[src/rtl/ack_arb_pkg.sv]
package ack_arb_pkg;

    typedef enum logic [1:0] {
        PH_IDLE,
        PH_CTRL,
        PH_LEN,
        PH_DATA
    } phase_t;

    function automatic logic code_defined(input logic [3:0] c);
        case (c)
            4'h1, 4'h2, 4'h8, 4'h9, 4'hC, 4'hD: return 1'b0;
            default:                            return 1'b1;
        endcase
    endfunction

    function automatic logic code_reads_data(input logic [3:0] c);
        return (c == 4'h3) || (c == 4'h7);
    endfunction

    function automatic logic code_guarded(input logic [3:0] c);
        case (c)
            4'h3, 4'h6, 4'h7, 4'hA, 4'hB, 4'hE, 4'hF: return 1'b1;
            default:                                  return 1'b0;
        endcase
    endfunction

    function automatic logic code_lock_addr(input logic [3:0] c);
        return (c == 4'h4) || (c == 4'h5);
    endfunction

    function automatic logic code_locks(input logic [3:0] c);
        return (c == 4'h3) || (c == 4'hA) || (c == 4'hB);
    endfunction

    function automatic logic code_unlocks(input logic [3:0] c);
        return (c == 4'h7) || (c == 4'hE) || (c == 4'hF);
    endfunction

endpackage

[src/rtl/ack_ctrl_judge.sv]
module ack_ctrl_judge
    import ack_arb_pkg::*;
(
    input  logic [3:0] code,
    input  logic       parity_ok,
    input  logic       timing_hit,
    input  logic       rx_empty,
    input  logic       tx_empty,
    input  logic       locked,
    input  logic       owner_match,
    output logic       nak
);
    logic bad_link, bad_code, bad_buffer, bad_lock;

    always_comb begin
        bad_link   = !parity_ok || timing_hit;
        bad_code   = !code_defined(code);
        bad_buffer = (code[3] && !rx_empty) || (code_reads_data(code) && tx_empty);
        bad_lock   = (locked && !owner_match && code_guarded(code))
                   || (code_lock_addr(code) && !locked);
        nak        = bad_link || bad_code || bad_buffer || bad_lock;
    end
endmodule

[src/rtl/ack_lock_keeper.sv]
module ack_lock_keeper
    import ack_arb_pkg::*;
#(
    parameter int ADDR_W = 12
) (
    input  logic              clk,
    input  logic              rst_n,
    input  logic              commit,
    input  logic [3:0]        code,
    input  logic [ADDR_W-1:0] master,
    output logic              locked,
    output logic [ADDR_W-1:0] owner
);
    always_ff @(posedge clk) begin
        if (!rst_n) begin
            locked <= 1'b0;
            owner  <= '0;
        end else if (commit) begin
            if (code_locks(code)) begin
                locked <= 1'b1;
                owner  <= master;
            end else if (code_unlocks(code) && locked && (owner == master)) begin
                locked <= 1'b0;
            end
        end
    end
endmodule

[src/rtl/ack_xfer_tracker.sv]
module ack_xfer_tracker #(
    parameter int LEN_W    = 8,
    parameter int MAX_XFER = 32
) (
    input  logic             clk,
    input  logic             rst_n,
    input  logic             load,
    input  logic [LEN_W-1:0] len,
    input  logic             step,
    input  logic             accepted,
    output logic             last_byte,
    output logic             at_limit
);
    localparam int REM_W = LEN_W + 1;
    localparam int CNT_W = $clog2(MAX_XFER + 1);
    localparam logic [CNT_W-1:0] CAP_LAST = CNT_W'(MAX_XFER - 1);

    logic [REM_W-1:0] remaining;
    logic [CNT_W-1:0] xfers;

    always_ff @(posedge clk) begin
        if (!rst_n) begin
            remaining <= '0;
            xfers     <= '0;
        end else if (load) begin
            remaining <= (len == '0) ? {1'b1, {LEN_W{1'b0}}} : {1'b0, len};
            xfers     <= '0;
        end else if (step) begin
            xfers <= xfers + 1'b1;
            if (accepted) remaining <= remaining - 1'b1;
        end
    end

    assign last_byte = (remaining == REM_W'(1));
    assign at_limit  = (xfers == CAP_LAST);
endmodule

[src/rtl/serial_ack_arbiter.sv]
module serial_ack_arbiter
    import ack_arb_pkg::*;
#(
    parameter int ADDR_W   = 12,
    parameter int FIELD_W  = 8,
    parameter int MAX_XFER = 32
) (
    input  logic               clk,
    input  logic               rst_n,
    input  logic               frame_start,
    input  logic [ADDR_W-1:0]  master_addr,
    input  logic               field_done,
    input  logic [FIELD_W-1:0] field_value,
    input  logic               parity_ok,
    input  logic               timing_err,
    input  logic               rx_empty,
    input  logic               rx_full,
    input  logic               tx_empty,
    output logic               ack_valid,
    output logic               ack_nak,
    output logic               abort,
    output logic               frame_done,
    output logic               locked,
    output logic [ADDR_W-1:0]  lock_owner
);
    localparam int CODE_W = 4;

    phase_t              phase_q, phase_d;
    logic [ADDR_W-1:0]   master_q;
    logic [CODE_W-1:0]   code_q;
    logic                te_sticky;
    logic                te_now;
    logic                ctrl_nak;
    logic                last_byte, at_limit;
    logic                ack_d, nak_d, abort_d, done_d;
    logic                load_len, step_byte, commit;

    assign te_now = te_sticky || timing_err;

    ack_ctrl_judge u_judge (
        .code        (field_value[CODE_W-1:0]),
        .parity_ok   (parity_ok),
        .timing_hit  (te_now),
        .rx_empty    (rx_empty),
        .tx_empty    (tx_empty),
        .locked      (locked),
        .owner_match (lock_owner == master_q),
        .nak         (ctrl_nak)
    );

    ack_xfer_tracker #(.LEN_W(FIELD_W), .MAX_XFER(MAX_XFER)) u_xfer (
        .clk       (clk),
        .rst_n     (rst_n),
        .load      (load_len),
        .len       (field_value),
        .step      (step_byte),
        .accepted  (!nak_d),
        .last_byte (last_byte),
        .at_limit  (at_limit)
    );

    ack_lock_keeper #(.ADDR_W(ADDR_W)) u_lock (
        .clk    (clk),
        .rst_n  (rst_n),
        .commit (commit),
        .code   (code_q),
        .master (master_q),
        .locked (locked),
        .owner  (lock_owner)
    );

    // Next phase and per-field decision
    always_comb begin
        phase_d   = phase_q;
        ack_d     = 1'b0;
        nak_d     = 1'b0;
        abort_d   = 1'b0;
        done_d    = 1'b0;
        load_len  = 1'b0;
        step_byte = 1'b0;
        commit    = 1'b0;
        if (frame_start) begin
            phase_d = PH_CTRL;
        end else if (field_done) begin
            unique case (phase_q)
                PH_IDLE: begin
                end
                PH_CTRL: begin
                    ack_d = 1'b1;
                    nak_d = ctrl_nak;
                    if (ctrl_nak) begin
                        abort_d = 1'b1;
                        phase_d = PH_IDLE;
                    end else begin
                        phase_d = PH_LEN;
                    end
                end
                PH_LEN: begin
                    ack_d = 1'b1;
                    nak_d = !parity_ok || te_now;
                    if (nak_d) begin
                        abort_d = 1'b1;
                        phase_d = PH_IDLE;
                    end else begin
                        load_len = 1'b1;
                        phase_d  = PH_DATA;
                    end
                end
                PH_DATA: begin
                    ack_d     = 1'b1;
                    step_byte = 1'b1;
                    nak_d     = !parity_ok || te_now || rx_full;
                    if (!nak_d && last_byte) begin
                        done_d  = 1'b1;
                        commit  = 1'b1;
                        phase_d = PH_IDLE;
                    end else if (at_limit) begin
                        abort_d = 1'b1;
                        phase_d = PH_IDLE;
                    end
                end
                default: phase_d = PH_IDLE;
            endcase
        end
    end

    // State register and frame context
    always_ff @(posedge clk) begin
        if (!rst_n) begin
            phase_q   <= PH_IDLE;
            master_q  <= '0;
            code_q    <= '0;
            te_sticky <= 1'b0;
        end else begin
            phase_q <= phase_d;
            if (frame_start) master_q <= master_addr;
            if (field_done && !frame_start && phase_q == PH_CTRL)
                code_q <= field_value[CODE_W-1:0];
            if (frame_start || ack_d) te_sticky <= 1'b0;
            else if (timing_err)      te_sticky <= 1'b1;
        end
    end

    // Registered outputs
    always_ff @(posedge clk) begin
        if (!rst_n) begin
            ack_valid  <= 1'b0;
            ack_nak    <= 1'b0;
            abort      <= 1'b0;
            frame_done <= 1'b0;
        end else begin
            ack_valid  <= ack_d;
            ack_nak    <= nak_d;
            abort      <= abort_d;
            frame_done <= done_d;
        end
    end
endmodule

[config.mk]
export PLATFORM = sky130hd
export DESIGN_NAME = serial_ack_arbiter
export DESIGN_NICKNAME = d
export VERILOG_FILES = /design/src/rtl/ack_arb_pkg.sv /design/src/rtl/ack_ctrl_judge.sv /design/src/rtl/ack_lock_keeper.sv /design/src/rtl/ack_xfer_tracker.sv /design/src/rtl/serial_ack_arbiter.sv
export SDC_FILE = /design/constraint.sdc
export NUM_CORES = 1
export LEC_CHECK = 0
export BUFFER_PORTS_ARGS = -buffer_cell sky130_fd_sc_hd__buf_2
export CAP_MARGIN = 20
export CORE_AREA = 4 4 89 91
export DETAILED_ROUTE_END_ITERATION = 10
export DIE_AREA = 0 0 93 95
export PLACE_DENSITY = 0.61
export SLEW_MARGIN = 20
export SYNTH_ARGS = -nofsm -noshare
export SYNTH_HDL_FRONTEND = slang
export SYNTH_HIERARCHICAL = 1
export SYNTH_SLANG_ARGS = --single-unit
[constraint.sdc]
create_clock -name clk -period 2.75 [get_ports clk]
set_input_delay 0.6875 -clock clk [delete_from_list [all_inputs] [get_ports clk]]
set_output_delay 0.6875 -clock clk [all_outputs]
set_load 0.01 [all_outputs]
# After elaboration in Yosys (flattened, before gate mapping)
# Cells that the tools add are included.
# W data, S select, Z words.
dict set report word_totals {
  out_inout_bits 17
  register_bits 51
  elab_cells 132
  inputBits 29
}
dict set report classes {
  n_eq_ne 30
  n_addsub 2
  mux 36
  reduce_logical 49
  bitwise_logic 2
}
# cell n
set op_table {}
lappend op_table {{$eq A4 B4 Y1 const B} 12}
lappend op_table {{$mux W9} 4}
lappend op_table {{$mux W1} 25}
lappend op_table {{$eq A4 B3 Y1 const B} 5}
lappend op_table {{$logic_or A1 B1 Y1} 15}
lappend op_table {{$eq A12 B12 Y1} 1}
lappend op_table {{$eq A4 B2 Y1 const B} 3}
lappend op_table {{$logic_and A1 B1 Y1} 10}
lappend op_table {{$eq A9 B1 Y1 const B} 1}
lappend op_table {{$sub A9 B1 Y9 const B} 1}
lappend op_table {{$logic_not A8 Y1} 1}
lappend op_table {{$mux W2} 4}
lappend op_table {{$reduce_or A7 Y1} 1}
lappend op_table {{$add A6 B1 Y6 const B} 1}
lappend op_table {{$eq A6 B5 Y1 const B} 1}
lappend op_table {{$logic_not A1 Y1} 6}
lappend op_table {{$pmux W1 S3} 2}
lappend op_table {{$pmux W2 S3} 1}
lappend op_table {{$reduce_and A2 Y1} 3}
lappend op_table {{$reduce_and A3 Y1} 2}
lappend op_table {{$reduce_bool A2 Y1} 3}
lappend op_table {{$reduce_or A2 Y1} 3}
lappend op_table {{$reduce_or A3 Y1} 2}
lappend op_table {{$reduce_or A6 Y1} 1}
lappend op_table {{9 further kinds} 11}

# Depth between registers and ports, before layout
dict set report depth {
  ltp_word 12
  ltp_mapped 13
  mapped_depth_nobuf 13
}

# Cells and area by module
# Netlist, hierarchy kept.
# mod cells_per_inst seq_area_each_um2 area_per_inst_um2 n_inst
set modules_own_cells {}
lappend modules_own_cells {serial_ack_arbiter 131 460.4 1201.2 1}
lappend modules_own_cells {ack_xfer_tracker 94 300.3 797.0 1}
lappend modules_own_cells {ack_lock_keeper 73 260.2 698.2 1}
lappend modules_own_cells {ack_ctrl_judge 10 0.0 92.6 1}

# Worst setup path after synthesis
# OpenSTA, ideal clock, no wires.
dict set report synth_path {
  kind {input port to flip-flop}
  startpoint {input port timing_err}
  endpoint {register u_xfer.remaining[8]}
  setup_slack_ps 447
  arrival_time_ps 2182
  t_required_ps 2628
  path_stages 11
  setup_time_ps 122
  cell_sequence {nor2_1 > inv_1 > nor4b_4 > o211ai_1 > nand2_1 > o21ai_1 > nand2_1 > nand3_1 > or4_1 > a21oi_1 > nor3_1}
}
dict set report synth_between {
  elab_chain_cells 10
  elab_cells_between_ends 17
}
# item line_no
set synth_rtl {}
lappend synth_rtl {{start, declared} serial_ack_arbiter.sv:15} ;# input logic timing_err,
lappend synth_rtl {{$logic_or A1 B1 Y1} serial_ack_arbiter.sv:38} ;# assign te_now = te_sticky || timing_err;
lappend synth_rtl {{net te_now} serial_ack_arbiter.sv:32} ;# logic te_now;
lappend synth_rtl {{$logic_or A1 B1 Y1} ack_ctrl_judge.sv:16} ;# bad_link = !parity_ok || timing_hit;
lappend synth_rtl {{$logic_or A1 B1 Y1 (3 in series)} ack_ctrl_judge.sv:21} ;# nak = bad_link || bad_code || bad_buffer || bad_lock;
lappend synth_rtl {{net ctrl_nak} serial_ack_arbiter.sv:33} ;# logic ctrl_nak;
lappend synth_rtl {{$pmux W1 S3} serial_ack_arbiter.sv:85} ;# unique case (phase_q)
lappend synth_rtl {{$mux W1} serial_ack_arbiter.sv:84} ;# end else if (field_done) begin
lappend synth_rtl {{$mux W1} serial_ack_arbiter.sv:82} ;# if (frame_start) begin
lappend synth_rtl {{$ne A2 B1 Y1 (no source line)} n/a}
lappend synth_rtl {{$reduce_and A2 Y1 (no source line)} n/a}
lappend synth_rtl {{end signal, assigned} ack_xfer_tracker.sv:26} ;# remaining <= (len == '0) ? {1'b1, {LEN_W{1'b0}}} : {1'b0, len};
lappend synth_rtl {{end signal, assigned} ack_xfer_tracker.sv:30} ;# if (accepted) remaining <= remaining - 1'b1;
lappend synth_rtl {{end, declared} ack_xfer_tracker.sv:18} ;# logic [REM_W-1:0] remaining;
# The timed path passes the listed nets, and every way through them passes these cells.
# A chain may end at the register's enable or synchronous reset.

# Worst setup path after layout
dict set report layout_path {
  startpoint {register u_xfer.remaining[3]}
  endpoint {register u_lock.owner[7]}
}
dict set report layout_between {
  elab_chain_cells 7
}
# item line_no
set layout_rtl {}
lappend layout_rtl {{$eq A9 B1 Y1} ack_xfer_tracker.sv:34} ;# assign last_byte = (remaining == REM_W'(1));
lappend layout_rtl {{net last_byte} serial_ack_arbiter.sv:34} ;# logic last_byte, at_limit;
lappend layout_rtl {{$logic_and A1 B1 Y1} serial_ack_arbiter.sv:113} ;# if (!nak_d && last_byte) begin
lappend layout_rtl {{$mux W1} serial_ack_arbiter.sv:113}
lappend layout_rtl {{$mux W1} n/a}
lappend layout_rtl {{$mux W1} serial_ack_arbiter.sv:84}
lappend layout_rtl {{$mux W1} n/a}
lappend layout_rtl {{net commit} serial_ack_arbiter.sv:36} ;# logic load_len, step_byte, commit;
lappend layout_rtl {{$reduce_and A2 Y1 (no source line)} n/a}
lappend layout_rtl {{end signal, assigned} ack_lock_keeper.sv:21} ;# owner <= master;
lappend layout_rtl {{end, declared} ack_lock_keeper.sv:12} ;# output logic [ADDR_W-1:0] owner
# The timed path passes the listed nets, and every way through them passes these cells.

==> out/metrics.cfg <==
[min_path]
min_path_cells = 2
hold_class = reg2reg

[timing]
rsz0062_at_grt = false
holdWs_ps = 494
timing.final.crit_period_ps = 2500
setup_tns_ps = 0
final_hold_viol_count = 0
finalSetupViolations = 0
slew_headroom_pct = 55.2
fmax_ghz = 0.399
fin_skew_ps = 13.5
slew_violations = 0
tightest_slew_ps = 671
period_share_pct = 91.1

[pwr]
fin_total_pwr_mw = 1.34
p_leak_nw = 1.35
p_per_area_nw_per_um2 = 417
irDropWorstVdd_mv = 0.214

[setup_path]
cp-start-kind = flip-flop
rr_worst_depth = 10
required_ps = 2990
rrSetupSlack_ps = 250
arrival_ps = 2740
endpoint = u_lock/owner[7]
timing.rr.start = u_xfer/remaining[3]
rr_endpoint = u_lock/owner[7]
cp-startpoint = u_xfer/remaining[3]
crit_path_end_kind = flip-flop
worst-setup-path-type = reg2reg
worstPathMaxFanout = 8

[route]
drc = 0
first_pass_iters = 4
drt-vias-per-instance = 5.05
drt.antenna.violating_nets = 0
vias = 2286
dr.first_iter.drc_count = 98
routedWlPerCell_um = 13.7
drt_wl_total_um = 6220

[floorplan]
die-area_um2 = 8840
die-height_um = 95
start_util_pct = 39.1
die_x_um = 93
core_area_um2 = 7140
rows = 31
num_io_pins = 46

[synthesis]
async_flop_share_pct = 0
synth_edf_count = 0
synth.distinct_cells = 51
ys_ff_latch = 51
synthesis.area_um2 = 2790
synth_flop_cell = dfxtp_1
avgSynthCellArea_um2 = 9.05
synth_cells = 308
netlist.area_leader.share_pct = 36.6
synthTopCellsByArea = dfxtp_1 (37%), xnor2_1 (6.0%), mux2i_1 (5.0%), xor2_1 (5.0%), nand2_1 (4.3%)
synth_common_cells = dfxtp_1 (51), nand2_1 (32), xnor2_1 (19), nor2_1 (17), xor2_1 (16)
synth-seq-area-share_pct = 36.6
yosysMostFrequentCell = dfxtp_1
synth_top_area_cell = dfxtp_1
synth_warnings = 6
syn_nets = 344

[layout]
syn_to_final_growth_pct = 15.3
drive_above_1_share_pct = 23.4
multiInputGateArea_um2 = 1680
fill_cells = 765
regArea_um2 = 1020
fin_nets = 390
diodes = 0
postLayoutCellArea_um2 = 3220

[global_routing]
grt_pass1_wl_um = 10400
antenna_found_initial = 0
grt_max_degree = 45
gr-total-overflow = 0
grt_pass1_vias = 2208
grtUsageTotal_pct = 14.7

[cts]
cts_tree = yes
cts_inserted_buffers = 5
postCtsHoldBufs = 0
ctsRootBufferMaster = clkbuf_8
clkLatencyLatePin_ps = 300
clk_pin_slew_ps = 100
h-tree-depth = 2
cts_max_path_buffers = 2
clkSinkCount = 51

[placed_design]
dpl.hpwl_um = 4610
portBuffers = 45
placed_area_um2 = 3130
gp_congestion = 0.842

[run_status]
outcome = finished clean

[run]
cap_violations = 0

==> worst min-delay path by stage <==
stage | startpoint | to
3_3_place_gp | u_xfer/xfers[5] | u_xfer/xfers[5]
2_1_floorplan | u_xfer/xfers[5] | u_xfer/xfers[5]
5_1_grt | u_xfer/xfers[5] | u_xfer/xfers[5]
4_1_cts | u_xfer/xfers[5] | u_xfer/xfers[5]
3_5_place_dp | u_xfer/xfers[5] | u_xfer/xfers[5]
6_report | u_xfer/xfers[5] | u_xfer/xfers[5]
==> routing by layer <==
metal  up-vias  global-route usage, %  part of all wire (%)
met4         0                   3.30                  0.82
met3         4                   3.27                   4.3
met2        49                   24.6                    47
li1       1166                      -                     -
met5         -                      0                     0
met1      1067                   19.3                    48
==> sequential cells by signal, summed over array words and instances, names as in the netlist <==
name              flops
u_xfer/remaining      9
u_xfer/xfers          6
phase_q               2
code_q                4
master_q             12
abort                 1
ack_valid             1
ack_nak               1
u_lock/locked         1
frame_done            1
te_sticky             1
u_lock/owner         12
==> timing repair <==
item,in CTS,in global routing
setup buffers,0,0
gates resized for setup,0,1
endpoints found under the hold margin,0,0
endpoints found under the setup margin,0,1
==> cell families after synthesis <==
family                     share of synthesized area [%]
AOI/OAI and AO/OA                                   16.4
xor gates and xnor gates                            11.0
adders and majority gates                           3.14
buffers and inverters                               3.41
DFF                                                 36.6
muxes                                               5.02
and+or+nand+nor                                     24.4
==> cell usage in the layout (no fill, tap or decap), drive strengths merged, types with 2 or more instances in the layout <==
cell type  instances
nand3              8
dfxtp             51
clkinv             2
or4                3
buf               51
and2               4
clkbuf             5
or3                4
o211a              3
mux2i             14
ha                 7
o21ai             22
nand4              6
xor2              16
a21boi            16
o211ai             2
nor3               7
nor4               7
a31oi              2
inv                7
and2b              2
nand2b             6
xnor2             19
nor4b              2
nor2b             16
a21oi             13
nand2             32
nor2              18
==> critical path, cell delays in order (launching register included) <==
cell and delay [ps]:
dfxtp_1 350, or4_4 580, nor3_1 230, and2_1 200, nand2_1 80, and2b_1 280, o211ai_4 160, nor2_4 210
buf_12 150, nand2_1 50, a21boi_0 140
==> report_power, final <==
group	switching [mW]	internal, mW
sequential	0.0221	0.755
combinational	0.0716	0.0711
clock	0.246	0.175
==> through the flow <==
step	std cells	setup slack [ps]	utilization, %
CTS	453	215	45.0
detailed placement	446	110	43.8
global route	453	41.2	45.1
finish	453	246	45.1
floorplan	308	447	-
global placement	446	153	43.8
==> layout make-up <==
| type | instances | area share [%] |
|---|---|---|
| Multi-Input combinational cell | 238 | 52.2 |
| Sequential cell | 51 | 31.8 |
| Tap cell | 99 | 3.85 |
| Timing Repair Buffer | 51 | 8.79 |
| Clock inverter | 2 | 0.428 |
| Inverter | 7 | 0.817 |
| Clock buffer | 5 | 2.14 |
Power figures use the tool's default switching activity.
